**config.mk**
```make
export PLATFORM = sky130hd
export DESIGN_NAME = edo_dout_ctrl
export DESIGN_NICKNAME = d
export VERILOG_FILES = /design/src/rtl/edo_pkg.sv /design/src/rtl/strobe_sampler.sv /design/src/rtl/toff_timer.sv /design/src/rtl/dout_latch.sv /design/src/rtl/edo_dout_ctrl.sv
export SDC_FILE = /design/constraint.sdc
export NUM_CORES = 1
export LEC_CHECK = 0
export BUFFER_PORTS_ARGS = -buffer_cell sky130_fd_sc_hd__buf_4
export CORE_ASPECT_RATIO = 1.25
export CORE_UTILIZATION = 54
export CTS_BUF_LIST = sky130_fd_sc_hd__clkbuf_8
export DETAILED_ROUTE_END_ITERATION = 7
export GPL_TIMING_DRIVEN = 0
export PLACE_DENSITY = 0.77
export SLEW_MARGIN = 25
export SYNTH_ARGS = -nofsm -noshare
export SYNTH_HDL_FRONTEND = slang
export SYNTH_SLANG_ARGS = --single-unit
```
**constraint.sdc**
```tcl
create_clock -name clk -period 1.6 [get_ports clk]
set_input_delay 0 -clock clk [delete_from_list [all_inputs] [get_ports clk]]
set_output_delay 0 -clock clk [all_outputs]
set_load 0.005 [all_outputs]
```
**src/rtl/edo_pkg.sv**
```systemverilog
package edo_pkg;

  // Sampled strobe levels, all active low
  typedef struct packed {
    logic ras_n;
    logic cas_n;
    logic oe_n;
    logic we_n;
  } strobe_t;

  // Events derived from the current and previous samples
  typedef struct packed {
    logic cas_fall;
    logic cas_rise;
    logic oe_flip;
    logic both_high;
  } strobe_ev_t;

endpackage

```
**src/rtl/strobe_sampler.sv**
```systemverilog
module strobe_sampler
  import edo_pkg::*;
(
  input  logic       clk,
  input  strobe_t    cur,
  output strobe_ev_t ev
);

  strobe_t prev_q;

  // Captured every cycle, so the edge view matches the bus history across reset
  always_ff @(posedge clk) begin
    prev_q <= cur;
  end

  always_comb begin
    ev.cas_fall  = prev_q.cas_n & ~cur.cas_n;
    ev.cas_rise  = ~prev_q.cas_n & cur.cas_n;
    ev.oe_flip   = prev_q.oe_n ^ cur.oe_n;
    ev.both_high = cur.ras_n & cur.cas_n;
  end

endmodule

```
**src/rtl/toff_timer.sv**
```systemverilog
module toff_timer #(
  parameter int TOFF_CYC = 3
) (
  input  logic clk,
  input  logic rst,
  input  logic run,
  output logic expire
);

  localparam int CW = (TOFF_CYC < 2) ? 1 : $clog2(TOFF_CYC + 1);
  localparam logic [CW-1:0] LAST = CW'(TOFF_CYC - 1);

  logic [CW-1:0] cnt_q;

  always_ff @(posedge clk) begin
    if (rst || !run) begin
      cnt_q <= '0;
    end else if (cnt_q != LAST) begin
      cnt_q <= cnt_q + 1'b1;
    end
  end

  assign expire = run && (cnt_q == LAST);

endmodule

```
**src/rtl/dout_latch.sv**
```systemverilog
module dout_latch
  import edo_pkg::*;
#(
  parameter int DATA_W   = 16,
  parameter bit EDO_MODE = 1'b1
) (
  input  logic              clk,
  input  logic              rst,
  input  strobe_t           cur,
  input  strobe_ev_t        ev,
  input  logic              expire,
  input  logic              rd_valid,
  input  logic [DATA_W-1:0] rd_data,
  output logic [DATA_W-1:0] dq_out,
  output logic              dq_oe,
  output logic              held
);

  logic [DATA_W-1:0] data_q, data_d;
  logic              held_q, held_d;
  logic              park_q, park_d;
  logic              drive_d;
  logic              load, kill, park_set;

  assign load = ev.cas_fall & ~cur.ras_n & cur.we_n & rd_valid;

  generate
    if (EDO_MODE) begin : g_edo
      assign kill     = expire;
      assign park_set = ~cur.ras_n & cur.cas_n & (ev.oe_flip | ~cur.we_n);
    end else begin : g_fpm
      assign kill     = expire | ev.cas_rise;
      assign park_set = ~cur.ras_n & cur.cas_n & ~cur.we_n;
    end
  endgenerate

  always_comb begin
    held_d  = load ? 1'b1 : (kill ? 1'b0 : held_q);
    park_d  = load ? 1'b0 : (park_set ? 1'b1 : park_q);
    data_d  = load ? rd_data : data_q;
    drive_d = held_d & ~park_d & ~cur.oe_n;
  end

  always_ff @(posedge clk) begin
    if (rst) begin
      data_q <= '0;
      held_q <= 1'b0;
      park_q <= 1'b0;
      dq_oe  <= 1'b0;
      dq_out <= '0;
    end else begin
      data_q <= data_d;
      held_q <= held_d;
      park_q <= park_d;
      dq_oe  <= drive_d;
      dq_out <= drive_d ? data_d : '0;
    end
  end

  assign held = held_q;

endmodule

```
**src/rtl/edo_dout_ctrl.sv**
```systemverilog
module edo_dout_ctrl
  import edo_pkg::*;
#(
  parameter int DATA_W   = 16,
  parameter bit EDO_MODE = 1'b1,
  parameter int TOFF_CYC = 3
) (
  input  logic              clk,
  input  logic              rst,
  input  logic              ras_n,
  input  logic              cas_n,
  input  logic              oe_n,
  input  logic              we_n,
  input  logic              rd_valid,
  input  logic [DATA_W-1:0] rd_data,
  output logic [DATA_W-1:0] dq_out,
  output logic              dq_oe,
  output logic              held
);

  strobe_t    cur;
  strobe_ev_t ev;
  logic       expire;

  assign cur = '{ras_n: ras_n, cas_n: cas_n, oe_n: oe_n, we_n: we_n};

  strobe_sampler u_sampler (
    .clk (clk),
    .cur (cur),
    .ev  (ev)
  );

  toff_timer #(.TOFF_CYC(TOFF_CYC)) u_timer (
    .clk    (clk),
    .rst    (rst),
    .run    (ev.both_high),
    .expire (expire)
  );

  dout_latch #(.DATA_W(DATA_W), .EDO_MODE(EDO_MODE)) u_latch (
    .clk      (clk),
    .rst      (rst),
    .cur      (cur),
    .ev       (ev),
    .expire   (expire),
    .rd_valid (rd_valid),
    .rd_data  (rd_data),
    .dq_out   (dq_out),
    .dq_oe    (dq_oe),
    .held     (held)
  );

endmodule

```
### Yosys cells after proc, flatten, opt, wreduce, memory -nomap -nowiden

Cells that the tools add are included.

| storage, ports and cells | value |
|---|---|
| output and inout port bits | 18 |
| memories | 0 |
| bits in latches | 0 |
| word-level logic and storage cells | 37 |
| RAM bits | 0 |
| register bits | 39 |
| input port bits | 23 |
| ROM bits | 0 |

| cells by class | value |
|---|---|
| equality and inequality tests | 2 |
| bitwise logic cells | 17 |
| reductions and logical operators | 4 |
| order comparisons | 0 |
| divide/modulo/power cells | 0 |
| multipliers | 0 |
| shifts and indexed selects | 0 |
| $add $sub $neg | 1 |
| mux-type cells | 5 |

Operator list:

| operator | count |
|---|---|
| $mux W16 | 1 |
| $and A1 B1 Y1 | 9 |
| $not A1 Y1 | 6 |
| $mux W1 | 4 |
| $add A2 B1 Y2 const B | 1 |
| $eq A2 B2 Y1 const B | 1 |
| $ne A2 B2 Y1 const B | 1 |
| $reduce_or A2 Y1 | 1 |
| $logic_and A1 B1 Y1 | 1 |
| $logic_not A1 Y1 | 1 |
| $logic_or A1 B1 Y1 | 1 |
| $or A1 B1 Y1 | 1 |
| $xor A1 B1 Y1 | 1 |

### Logic depth before layout (Yosys ltp)

Gate-level depths: netlist (run 1).

| depth | value |
|---|---|
| depth after elaboration | 11 |
| mapped depth | 7 |

### Cells and area by module

From an unflattened synthesis (run 1), not the netlist that was laid out.

| unflattened totals | value |
|---|---|
| cells, all modules | 156 |
| area total of the unflattened synthesis | 1447.6 um^2 |

Modules (own cells, without submodules):

| module | area an instance (um^2) | instances | sequential area each (um^2) | cells an instance |
|---|---|---|---|---|
| dout_latch | 1278.7 | 1 | 700.7 | 139 |
| toff_timer | 101.3 | 1 | 40.0 | 11 |
| strobe_sampler | 67.6 | 1 | 40.0 | 6 |

### Worst setup path before layout (run 1)

No wires, ideal clock.

| path | value |
|---|---|
| path kind | register -> register |
| from | register u_timer.cnt_q[0] |
| to | register u_latch.dq_out[10] |
| data arrival time | 1.279 ns |
| stages on the path, launching flop included | 8 |
| setup slack | 0.193 ns |
| setup time | 0.128 ns |
| data required time | 1.472 ns |
| clock period less this slack | 1.407 ns |
| cells stage by stage | dfxtp_1 -> inv_1 -> ha_1 -> nand3_1 -> clkbuf_1 -> and3_1 -> a31oi_1 -> nor2_1 |

| on the way | value |
|---|---|
| cells in the longest elaborated chain, start to end | 8 |

Ends and longest elaborated chain:

| item | RTL line | RTL |
|---|---|---|
| start, declared | toff_timer.sv:13 | `logic [CW-1:0] cnt_q;` |
| start signal, assigned | toff_timer.sv:19 | `cnt_q <= cnt_q + 1'b1;` |
| $eq A2 B2 Y1 | toff_timer.sv:23 | `assign expire = run && (cnt_q == LAST);` |
| $logic_and A1 B1 Y1 | toff_timer.sv:23 |  |
| $mux W1 (2 in series) | dout_latch.sv:38 | `held_d = load ? 1'b1 : (kill ? 1'b0 : held_q);` |
| $and A1 B1 Y1 (2 in series) | dout_latch.sv:41 | `drive_d = held_d & ~park_d & ~cur.oe_n;` |
| $not A1 Y1 (no line) | n/a |  |
| $reduce_or A2 Y1 (no line) | n/a |  |
| end signal, assigned | dout_latch.sv:56 | `dq_out <= drive_d ? data_d : '0;` |
| end, declared | dout_latch.sv:14 | `output logic [DATA_W-1:0] dq_out,` |

Every way passes these cells.
A chain may end at the register's enable or synchronous reset.

### Worst setup path after layout (run 1)

| path | value |
|---|---|
| from | input ras_n |
| to | register u_latch.data_q[2] |

| on the way | value |
|---|---|
| cells in the longest elaborated chain, start to end | 5 |

Ends and longest elaborated chain:

| item | RTL line | RTL |
|---|---|---|
| start, declared | edo_dout_ctrl.sv:10 | `input logic ras_n,` |
| $not A1 Y1 | dout_latch.sv:25 | `assign load = ev.cas_fall & ~cur.ras_n & cur.we_n & rd_valid;` |
| $and A1 B1 Y1 (3 in series) | dout_latch.sv:25 |  |
| $mux W16 | dout_latch.sv:40 | `data_d = load ? rd_data : data_q;` |
| end signal, assigned | dout_latch.sv:52 | `data_q <= data_d;` |
| end, declared | dout_latch.sv:19 | `logic [DATA_W-1:0] data_q, data_d;` |

Every way passes these cells.

==> results of run 1 <==
## synthesized netlist by cell type (all sizes together)
| master | instances |
|---|---|
| nor3b | 16 |
| nand2 | 34 |
| a21oi | 19 |
| inv | 1 |
| or2 | 2 |
| nand2b | 1 |
| ha | 1 |
| xor2 | 2 |
| a31oi | 16 |
| buf | 8 |
| nor3 | 3 |
| nand4b | 1 |
| nor2b | 1 |
| o22ai | 1 |
| and3 | 16 |
| dfxtp | 39 |
| clkbuf | 7 |
| nand3 | 2 |
| nor2 | 18 |
## how the worst max path moves through the flow
stage / to / cells after the start / start
after CTS: u_latch.dq_out[13] / 6 / u_timer.cnt_q[0]
final: u_latch.data_q[2] / 8 / ras_n
after detailed placement: u_latch.dq_out[13] / 7 / u_timer.cnt_q[0]
after global routing: u_latch.data_q[9] / 7 / ras_n
after floorplan: u_latch.dq_out[10] / 7 / u_timer.cnt_q[0]
after global placement: u_latch.dq_out[12] / 7 / u_timer.cnt_q[0]
## power breakdown
group / switching (mW) / internal [mW]
logic: 0.0972 / 0.104
clock network: 0.329 / 0.338
registers: 0.00875 / 0.983
## area by class of cell
class	count	area, um^2
buffer	14	83.8
clock buffer	6	82.6
clock inverter	1	5.00
fill	192	510
inverter	1	3.75
multi-input combinational	133	752
sequential	39	781
tap	34	42.5
timing repair buffer	60	498
## metal layers
| metal | GRT usage [%] | wire length (um) | up-vias |
|---|---|---|---|
| met5 | 0 | 0 | - |
| met4 | 15.6 | 101 | 0 |
| met3 | 9.00 | 248 | 16 |
| met2 | 52.0 | 2290 | 61 |
| met1 | 31.5 | 1660 | 742 |
| li1 | - | - | 776 |
## tightest hold or removal path, stage by stage
cell and delay, ns:
sky130_fd_sc_hd__buf_4 0.12, sky130_fd_sc_hd__nand4b_4 0.13, sky130_fd_sc_hd__nor2_2 0.10, sky130_fd_sc_hd__nand2_1 0.08, sky130_fd_sc_hd__a21oi_1 0.05
## repair_timing
item                                    CTS  global route
resized for setup                         1             3
setup buffers                             0             1
endpoints found under the setup margin    8            20
hold buffers                             19             0
pin swaps                                 0             1
gates cloned                              0             0
hold endpoints to repair                 20             0
## flip-flops by register name (all words and copies together) (netlist names)
signal,cells
u_latch.dq_oe,1
u_latch.dq_out,16
u_latch.held,1
u_latch.park_q,1
u_sampler.prev_q,2
u_latch.data_q,16
u_timer.cnt_q,2
## stage by stage
step                hold slack (ns)  instances
floorplan                    0.0277        188
global placement              0.127        262
detailed placement            0.130        262
CTS                           0.230        287
global route                  0.257        288
finish                        0.235        288
## logic make-up (layout without fill, tap and decap cells)
kind of cell | Yosys count | in the layout | synth area share, %
AND/OR/NAND/NOR | 94 | 94 | 30.7
buffers and inverters | 16 | 82 | 5.70
flip-flops | 39 | 39 | 48.8
XOR/XNOR | 2 | 2 | 1.09
AO/OA/AOI/OAI | 36 | 36 | 13.0
adder cells (fa/ha/maj) | 1 | 1 | 0.781
## cell usage in the layout, fill, tap and decap left out, drive strengths merged
master	Yosys	routed
a21oi	19	19
a31oi	16	16
and3	16	16
buf	8	49
clkbuf	7	12
clkinv	0	1
dfxtp	39	39
dlygate4sd3	0	19
ha	1	1
inv	1	1
nand2	34	34
nand2b	1	1
nand3	2	2
nand4b	1	1
nor2	18	18
nor2b	1	1
nor3	3	3
nor3b	16	16
o22ai	1	1
or2	2	2
xor2	2	2
==> results by stage, run 1 <==
Drt:
- Dividing the detail-routed wire length by the instance count gives 15.0 um.
- For this run, the detailed router's first-pass iteration total came to 4.
- The aggregate routed wire length is 4310 um.
- The count of antenna-violating nets left after detailed routing is 0.
- The routed layout has 1595 vias.
- In the routed design, unresolved DRC markers number 0.
- The starting DRC count in detailed routing is 75.
- The detailed-route vias per instance is 5.54.

Logic synthesis:
- Synthesis produced 188 cells.
- Yosys attributes the largest share of cell area to sky130_fd_sc_hd__dfxtp_1 (49%), sky130_fd_sc_hd__nand2_1 (8.0%), sky130_fd_sc_hd__nor3b_1 (7.5%), sky130_fd_sc_hd__a31oi_1 (6.3%), sky130_fd_sc_hd__and3_1 (6.3%).
- The post-synthesis instance area is 1600 um^2.
- In this run, synthesis produced a sequential element count of 39.
- Synthesis instantiated 23 different standard cells from the library.
- Averaged over all synthesized cells, the footprint is 8.52 um^2.
- The Yosys step of the flow raised 0 warnings.
- Sequential elements use 48.7% of the synthesized area.
- Counting every net in the synthesized netlist gives 212.
- In this run the biggest area consumer among cell types represents 48.8% of the synthesized area.
- Of all cell types, the one taking the most synthesized area is sky130_fd_sc_hd__dfxtp_1.

Worst hold path:
- The path with the worst hold slack has its endpoint at u_latch.data_q[3].
- The worst hold path passes through 5 cells.
- The path class of the tightest hold or removal check is primary input to flip-flop.
- In this run the most critical hold path is launched from we_n.

Clocking:
- The clock sink total is 39.
- The clock tree from TritonCTS is built.
- The clock insertion delay at the later pin of the skew report is 0.30 ns.
- Clock tree synthesis selected as its root buffer the cell sky130_fd_sc_hd__clkbuf_8.
- The clock tree synthesis step divided the H-tree into 2 levels.
- The number of clock buffers inserted by TritonCTS is 5.
- The clock passes through at most 2 buffers.
- The CTS clock-pin slew for the worst setup and hold paths is 0.07 ns.

Worst setup path:
- The slowest library cell on the worst path is sky130_fd_sc_hd__dlygate4sd3_1.
- The slack of the worst reg-to-reg path is 0.18 ns.
- The kind of start point of the critical path is a primary input.
- STA classifies the critical path endpoint as a flip-flop.
- Walking the worst path, the cells encountered are dlygate4sd3_1, buf_4, nand4b_4, or2_1, buf_6, buf_2, nand2_1, a21oi_1.
- The critical path is of the primary input to flip-flop type.
- The critical-path maximum fanout is 10.
- The beginning of the worst register-to-register path is u_timer.cnt_q[0].
- The buffers plus inverters on the worst setup path is 4.
- STA puts the critical path data required time at 1.76 ns.
- The reg-to-reg critical path endpoint is u_latch.dq_out[9].
- Data on the critical path arrives at its endpoint at 1.68 ns.
- In this design, the largest share of critical-path delay is due to buffers and inverters.
- On the worst path, the slowest cell contributes a delay of 0.54 ns.
- The number of cells on the worst reg-to-reg path is 6.

Place:
- The final RePlAce weighted congestion is 0.808.
- The count of buffers inserted at the top-level ports is 40.
- At the placement stage, the worst setup path has a slack of -0.141 ns.
- The post-detailed-placement half-perimeter wirelength is 2710 um.
- The standard cell area after detailed placement is 1940 um^2.

Final layout:
- For this run, the share of the core covered by cells in the final layout is 81.5%.
- The repair_antennas step left the layout with diodes totalling 0.
- The post-route netlist has 24.4% of its cells at a drive strength greater than 1.
- The layout overhead on the synthesized area is 40.4%.
- The count of nets after finishing is 278.
- The summed area of non-filler cells in the final layout is 2250 um^2.

Run:
- Across the run, the number of max-cap violations was 0.

Timing:
- The transition at the pin with the smallest max-transition slack is 0.499 ns.
- Setup repair after global routing left no endpoint under its margin.
- The worst-case clock skew is 0.00300 ns.
- Timing would allow up to 657 MHz.
- Once routing completed, OpenROAD measured the worst setup slack at 0.0777 ns.
- The number of failing setup endpoints in the final timing report is 0.
- The worst pin sits at a relative slew slack of 66.7%.
- The number of endpoints with negative hold slack in the final report is 0.
- The final critical-path required period is 1.52 ns.
- The summed negative setup slack over all endpoints is 0 ns.
- The final critical path takes up 95.1% of the cycle.
- The number of pins with negative max-slew slack in the final report is 0.

Floorplan:
- The die extent in x is 50.7 um.
- The floorplan step defined a die boundary enclosing 3190 um^2.
- The floorplan row count is 21.
- The floorplan step defined a core boundary enclosing 2760 um^2.
- The initial cell density of the core is 58.0%.
- From bottom edge to top edge, the die measures 62.9 um.
- Pin placement for this block handled 41 I/O pins.

Global routing:
- For this run, the total global-route usage over all layers was measured as 29.9%.
- The via count of the first global-routing pass is 1653.
- The number of antenna violations at the first check in global routing is 0.
- Entering global routing, the biggest net connects 19 pins.
- After global routing the overflow that remains totals 0.
- The first global-routing pass estimated 7110 um of wire.

Pwr:
- In this run the power density over the cells is 827 nW/um^2.
- In this run the static leakage power is 0.932 nW.
- The largest voltage drop on the vdd net is 0.000824 V.
- The post-layout total power is 1.86 mW.

Run status:
- The flow ran to the end, and the final reports show no timing, DRC or antenna violations.
(Power assumes the default switching activity.)
==> run 2, diff against run 1 <==
- MAX_ROUTING_LAYER: unset -> met4
- SLEW_MARGIN: 25 -> unset
==> run 2 against run 1 <==
  * Sequential share of layout area unchanged
  * Core utilization unchanged
  * Worst setup slack got worse by 0.014 ns
  * Via count stayed put
  * Clock-buffer cell count stayed put
  * Final cell count is the same
  * Critical path depth unchanged
  * Clock power down 0.6%
  * Total power is 0.20% lower
  * Critical path type unchanged
==> results by stage, run 2 (synthesized netlist as in run 1, its figures left out) <==
Run status:
- The run finished with clean final reports.

Final layout:
- The number of antenna diodes is 0.
- The finished layout holds 288 standard cells, fillers aside.
- The layout overhead on the synthesized area is 40.4%.
- The layout has 192 filler cells.
- In the final layout, the share of cells above drive strength 1 is 24.4%.
- The largest registers in the layout are u_latch.data_q (16), u_latch.dq_out (16).
- For this run, the post-layout net count is 278.
- The total area of sequential cells is 781 um^2.
- At the end of the flow the core is filled with cells to 81.5%.
- The summed area of non-filler cells in the final layout is 2250 um^2.
- In the layout the commonest cells are sky130_fd_sc_hd__buf_4 (42), sky130_fd_sc_hd__dfxtp_1 (39), sky130_fd_sc_hd__nand2_1 (34), sky130_fd_sc_hd__a21oi_1 (19), sky130_fd_sc_hd__dlygate4sd3_1 (19).
- In the final layout, the multi-input gates occupy 752 um^2.
- The library cell used most frequently in the layout, excluding fill and tap cells, is sky130_fd_sc_hd__buf_4.

Clocking:
- Clock-pin slew was measured on the worst setup and hold paths at 0.07 ns.
- The root buffer cell chosen for the clock tree is sky130_fd_sc_hd__clkbuf_8.
- The tree built by TritonCTS fans out to 39 sinks.
- TritonCTS built the clock tree.
- Clock latency on the worst-skew pair, taken at its later pin, is 0.29 ns.
- The number of levels in the clock H-tree is 2.
- The maximum root-to-sink buffer count is 2.
- The number of clock buffers inserted by TritonCTS is 5.

Drt:
- The vias after detailed routing is 1595.
- The first routing iteration left 78 violations.
- The wire length per cell is 15.0 um.
- The first detailed-routing pass ran for 4 iterations.
- In the routed layout, each cell is associated on average with a via count of 5.54.
- The aggregate routed wire length is 4310 um.
- The count of antenna-violating nets left after detailed routing is 0.
- The remaining design rule violation count is 0.

Global routing:
- For this run the aggregate overflow at the end of global routing stands at 0.
- The first global-routing pass estimated 7110 um of wire.
- The number of antenna violations at the first check in global routing is 0.
- In the global route stage, overall resource usage came out at 30.7%.
- The via count of the first global-routing pass is 1651.
- The pin count of the biggest net entering global routing is 19.

Timing:
- The summed negative setup slack over all endpoints is 0 ns.
- The number of endpoints with negative hold slack in the final report was 0.
- On the final layout, the worst clock skew is 0.00325 ns.
- Setup violations remaining at the end of the flow were counted as 0.
- Static timing analysis puts the maximum clock frequency at 651 MHz.
- Setup repair after global routing left no endpoint under its margin.
- Once routing completed, OpenROAD measured the worst setup slack at 0.0634 ns.
- The final critical-path required period is 1.54 ns.
- At the pin with the least slew margin, the transition time is 0.514 ns.
- The number of pins with negative max-slew slack in the final report was 0.
- The remaining max-slew budget at the tightest pin is 65.8%.
- The worst-case hold slack is 0.244 ns.
- The worst path uses 96.0% of the clock period.

Pwr:
- For this design the static power due to leakage is 0.932 nW.
- Across the VDD grid, the largest voltage drop is 0.000826 V.
- The completed layout was analyzed and its total power is 1.86 mW.
- For this design the ratio of total power to cell area is 826 nW/um^2.

Worst setup path:
- The worst setup path is launched from a primary input.
- The start point of the critical path is ras_n.
- STA puts the critical path data required time at 1.76 ns.
- The beginning of the worst register-to-register path is u_sampler.prev_q[2].
- The critical-path maximum fanout is 10.
- The nature of the critical path endpoint is a flip-flop.
- Data arrives at the worst endpoint at 1.70 ns.
- The classification of the worst setup path is primary input to flip-flop.
- The number of cells on the worst reg-to-reg path is 6.

Place:
- The worst slack at placement is -0.141 ns.
- The final RePlAce weighted congestion is 0.819.
- Including well taps, the total number of placed cells is 262.
- The standard cell area after detailed placement is 1940 um^2.
- The count of buffers inserted at the top-level ports is 40.
- The post-detailed-placement half-perimeter wirelength is 2710 um.

Floorplan:
- The initial cell density of the core is 58.0%.
- The area of the core region is 2760 um^2.
- The count of pins on the block boundary is 41.
- The vertical extent of the die is 62.9 um.
- The floorplan row count is 21.
- The overall die area is 3190 um^2.
- The die extent in x is 50.7 um.

Worst hold path:
- Counting instances, the worst hold path has a depth of 5.
- The startpoint identified for the worst hold timing path is we_n.
- The tightest min-delay check is of the primary input to flip-flop type.

Run:
- The number of max-capacitance violations reported is 0.
==> run 2: cell counts in the layout (fill, tap and decap cells not counted) <==
Identical to the previous run, type by type.
==> run 2: critical path, cell delays in order <==
cell and delay, ns:
sky130_fd_sc_hd__dlygate4sd3_1 0.54, sky130_fd_sc_hd__buf_4 0.16, sky130_fd_sc_hd__nand4b_4 0.24, sky130_fd_sc_hd__or2_1 0.26, sky130_fd_sc_hd__buf_6 0.14, sky130_fd_sc_hd__buf_2 0.19, sky130_fd_sc_hd__nand2_1 0.10, sky130_fd_sc_hd__a21oi_1 0.06
==> run 2: area by class of cell <==
cell class / count / share of cell area [%]
inverters: 1 / 0.167
clock buffers: 6 / 3.67
repair buffers: 60 / 22.1
well taps: 34 / 1.89
plain buffers: 14 / 3.73
clock inverters: 1 / 0.223
multi-input cells: 133 / 33.4
flip-flops and latches: 39 / 34.7
==> run 2: layer usage <==
layer	GRT usage, %	vias to the layer above	routed length [um]
met5	-	-	0
met4	15.6	0	118
met3	9.00	14	240
met2	52.0	60	2290
met1	31.5	745	1670
li1	-	776	-
==> run 2: timing repair <==
| item | in CTS | in global routing |
|---|---|---|
| endpoints found under the hold margin | 20 | 0 |
| hold buffers | 19 | 0 |
| setup endpoints to repair | 8 | 20 |
| gates cloned | 0 | 0 |
| resized for setup | 1 | 3 |
| setup buffers | 0 | 1 |
| pin swaps | 0 | 1 |
==> run 2: power breakdown <==
part | leakage [nW] | internal, mW | total [mW] | switching [mW]
clock network | 0.0470 | 0.338 | 0.663 | 0.325
registers | 0.316 | 0.983 | 0.992 | 0.00871
logic | 0.570 | 0.104 | 0.202 | 0.0974
total | 0.932 | 1.43 | 1.86 | 0.431
==> run 2: worst paths after layout <==
path,endpoint,slack (ns)
hold / removal,u_latch.data_q[3],0.24
hold reg to reg,u_latch.data_q[3],0.45
setup reg to reg,u_latch.data_q[15],0.17
setup / recovery,u_latch.data_q[15],0.06
==> run 3, diff against run 2 <==
- CORE_UTILIZATION: 54 -> 50
- PLACE_DENSITY: 0.77 -> 0.72
==> run 3 against run 2 <==
  * Core utilization decreased by 6.9 points
  * Hold slack got worse by 0.22 ns
  * Fmax grew 4.4%
  * First-iteration DRC count fell by 18%
  * Largest power group unchanged
  * Routed wire length shrank 4.5%
  * Register-to-register slack got worse by 0.04 ns
  * Critical endpoint is now u_latch.dq_out[7]
  * Sequential power hardly changed
==> results by stage, run 3 (synthesized netlist as in run 1, its figures left out) <==
Run status:
- The flow ran to the end, and the final reports show no timing, DRC or antenna violations.

Place:
- The final RePlAce weighted congestion is 0.800.
- The post-detailed-placement half-perimeter wirelength is 2730 um.
- In this run the tool buffered the top-level ports with 40 buffer cells.
- The number of placed instances, taps included, is 264.

Global routing:
- Global routing consumed, over all layers together, 27.7% of the routing resources.
- The via count of the first global-routing pass came to 1501.
- The pin count of the biggest net entering global routing is 13.
- The number of antenna violations at the first check in global routing came to 0.
- The total overflow left after global routing is 0.
- The first global-routing pass estimated 6750 um of wire.

Drt:
- The final layout contains routed wiring with a total length of 4120 um.
- Detailed routing inserted a total of 1566 vias.
- In the routed design, unresolved DRC markers number 0.
- The first routing iteration left 64 violations.
- In the final routed layout, each cell accounts on average for 14.2 um.
- The detailed-route vias per instance is 5.42.
- The detail route stage leaves a number of antenna-violating nets equal to 0.
- The number of iterations in the first detailed-routing pass is 4.

Clocking:
- The clock tree synthesis step divided the H-tree into 2 levels.
- The clock passes through at most 2 buffers.
- After clock tree synthesis, the setup repair step added 0 buffers.
- The number of clock buffers added by TritonCTS is 5.
- The later pin in the worst-skew pair is clocked with a latency of 0.29 ns.
- The CTS clock-pin slew for the worst setup and hold paths is 0.08 ns.
- The clock sink total is 39.
- The tree is rooted in a sky130_fd_sc_hd__clkbuf_8.
- The clock tree from TritonCTS is built.

Timing:
- For the pin with the worst max-slew slack, the measured transition is 0.508 ns.
- The final critical-path required period is 1.47 ns.
- For the final database, setup skew stands at 0.0111 ns.
- Setup repair after global routing left no endpoint under its margin.
- The maximum clock frequency is 680 MHz.
- The remaining max-slew budget at the tightest pin is 66.1%.
- The number of pins with negative max-slew slack in the final report is 0.
- Setup violations remaining at the end of the flow were counted as 0.
- The number of endpoints with negative hold slack in the final report is 0.
- After layout, the worst path uses 92.0% of the clock period.

Final layout:
- Cells fill 74.6% of the core in the end.
- The layout overhead on the synthesized area is 39.7%.
- The total area of sequential cells is 781 um^2.
- The total of fill cells in the finished design is 228.
- The leading cell type in the layout, fill and taps excluded is sky130_fd_sc_hd__buf_4.
- The number of antenna diodes is 0.
- In the final layout, the share of cells above drive strength 1 is 24.5%.
- The largest registers in the layout are u_latch.data_q (16), u_latch.dq_out (16).
- The post-layout instance count excluding filler cells is 289.
- In the layout the commonest cells are sky130_fd_sc_hd__buf_4 (41), sky130_fd_sc_hd__dfxtp_1 (39), sky130_fd_sc_hd__nand2_1 (34), sky130_fd_sc_hd__a21oi_1 (19), sky130_fd_sc_hd__dlygate4sd3_1 (18).
- After the last flow step, the layout net total stands at 276.
- In the final layout, the multi-input gates occupy 758 um^2.

Floorplan:
- During I/O placement, the number of pins put on the boundary was 41.
- Once the floorplan was initialized, standard cells occupied 53.4% of the core.
- From left edge to right edge, the die measures 52.6 um.
- The area of the core region is 3000 um^2.
- The floorplan row count is 22.
- The vertical extent of the die is 65.3 um.
- The floorplan step defined a die boundary enclosing 3430 um^2.

Worst setup path:
- STA classifies the critical path endpoint as a flip-flop.
- The worst setup path is launched from a flip-flop.
- STA puts the critical path data arrival time at 1.63 ns.
- In this run the critical register-to-register path is launched from u_sampler.prev_q[2].
- The critical path's largest stage delay is 0.36 ns.
- The critical-path maximum fanout is 10.
- The kind of cell with the highest combined delay along the critical path is simple AND/OR/NAND/NOR gates.
- The most critical setup path has its startpoint at u_sampler.prev_q[2].
- The cell seen most often among critical-path stages is sky130_fd_sc_hd__buf_6.
- The buffers plus inverters on the worst setup path is 2.
- The critical path goes through nand4b_4, or2_1, buf_6, buf_6, a31oi_2, nor2_1.
- The slowest library cell on the worst path is sky130_fd_sc_hd__dfxtp_1.
- The required time reported for the critical path endpoint is 1.76 ns.
- The classification of the worst setup path is flip-flop to flip-flop.

Worst hold path:
- The worst hold path startpoint is ras_n.
- The path class of the tightest hold or removal check is primary input to flip-flop.

Pwr:
- Dividing total power by cell area gives a power density of 816 nW/um^2.
- The largest voltage drop on the vdd net is 0.000656 V.
- Summed over all cells, the static leakage comes to 0.923 nW.
- Power comes to 1.82 mW.

Run:
- The number of max-capacitance violations reported is 0.
-- run 3: cell types whose count changed in the layout (fill, tap and decap cells not counted) --
cell,before,now
sky130_fd_sc_hd__clkbuf_8,6,5
sky130_fd_sc_hd__a31oi_1,16,15
sky130_fd_sc_hd__inv_1,1,2
sky130_fd_sc_hd__a31oi_2,0,1
sky130_fd_sc_hd__clkinvlp_4,0,1
sky130_fd_sc_hd__dlygate4sd3_1,19,18
sky130_fd_sc_hd__buf_4,42,41
-- run 3: per-layer routing --
layer,vias to the layer above,global-route usage (%),share of wire (%)
met5,-,-,0
met4,0,11.8,2.1
met3,9,4.17,4.4
met2,57,47.0,52
met1,729,31.6,42
li1,771,-,-
-- run 3: area by class of cell --
class                           count  area share, %
Sequential cell                    39           34.9
Multi-Input combinational cell    133           33.9
Timing Repair Buffer               58           21.5
Buffer                             14           3.75
Clock buffer                        5           3.08
Tap cell                           36           2.01
Clock inverter                      3          0.727
Inverter                            1          0.168
-- run 3: repair_timing --
item,CTS,global route
hold buffers,18,0
hold endpoints to repair,18,0
resized for setup,2,4
endpoints found under the setup margin,8,9
-- run 3: path summary, 6_finish.rpt --
kind	to	slack (ns)	depth (start not counted)
max	u_latch.dq_out[7]	0.13	6
min reg2reg	u_latch.data_q[11]	0.46	2
min	u_timer.cnt_q[0]	0.03	3
max reg2reg	u_latch.dq_out[7]	0.13	6
-- run 3: metrics by stage --
| step | area [um^2] | setup TNS, ns | setup WS (ns) | hold slack (ns) |
|---|---|---|---|---|
| floorplan | 1600 | 0 | 0.193 | 0.0277 |
| global placement | 1950 | -0.858 | -0.112 | 0.125 |
| finish | 2240 | 0 | 0.129 | 0.0268 |
| detailed placement | 1950 | -0.911 | -0.124 | 0.129 |
| global route | 2240 | 0 | 0.00983 | 0.0456 |
| CTS | 2220 | 0 | 0.00391 | 0.0199 |
-- run 3: worst register-to-register path: cells and delay by family, from the launching register on --
| family | cells | cell delay, ns |
|---|---|---|
| and+or+nand+nor | 3 | 0.55 |
| AOI/OAI and AO/OA | 1 | 0.16 |
| DFF | 1 | 0.36 |
| buffers and inverters | 2 | 0.28 |
-- run 3: power by group --
group | leakage, nW | switching, mW | internal [mW] | total (mW)
registers | 0.316 | 0.00848 | 0.983 | 0.992
clock network | 0.0453 | 0.340 | 0.298 | 0.638
logic | 0.562 | 0.0938 | 0.102 | 0.195
total | 0.923 | 0.442 | 1.38 | 1.82
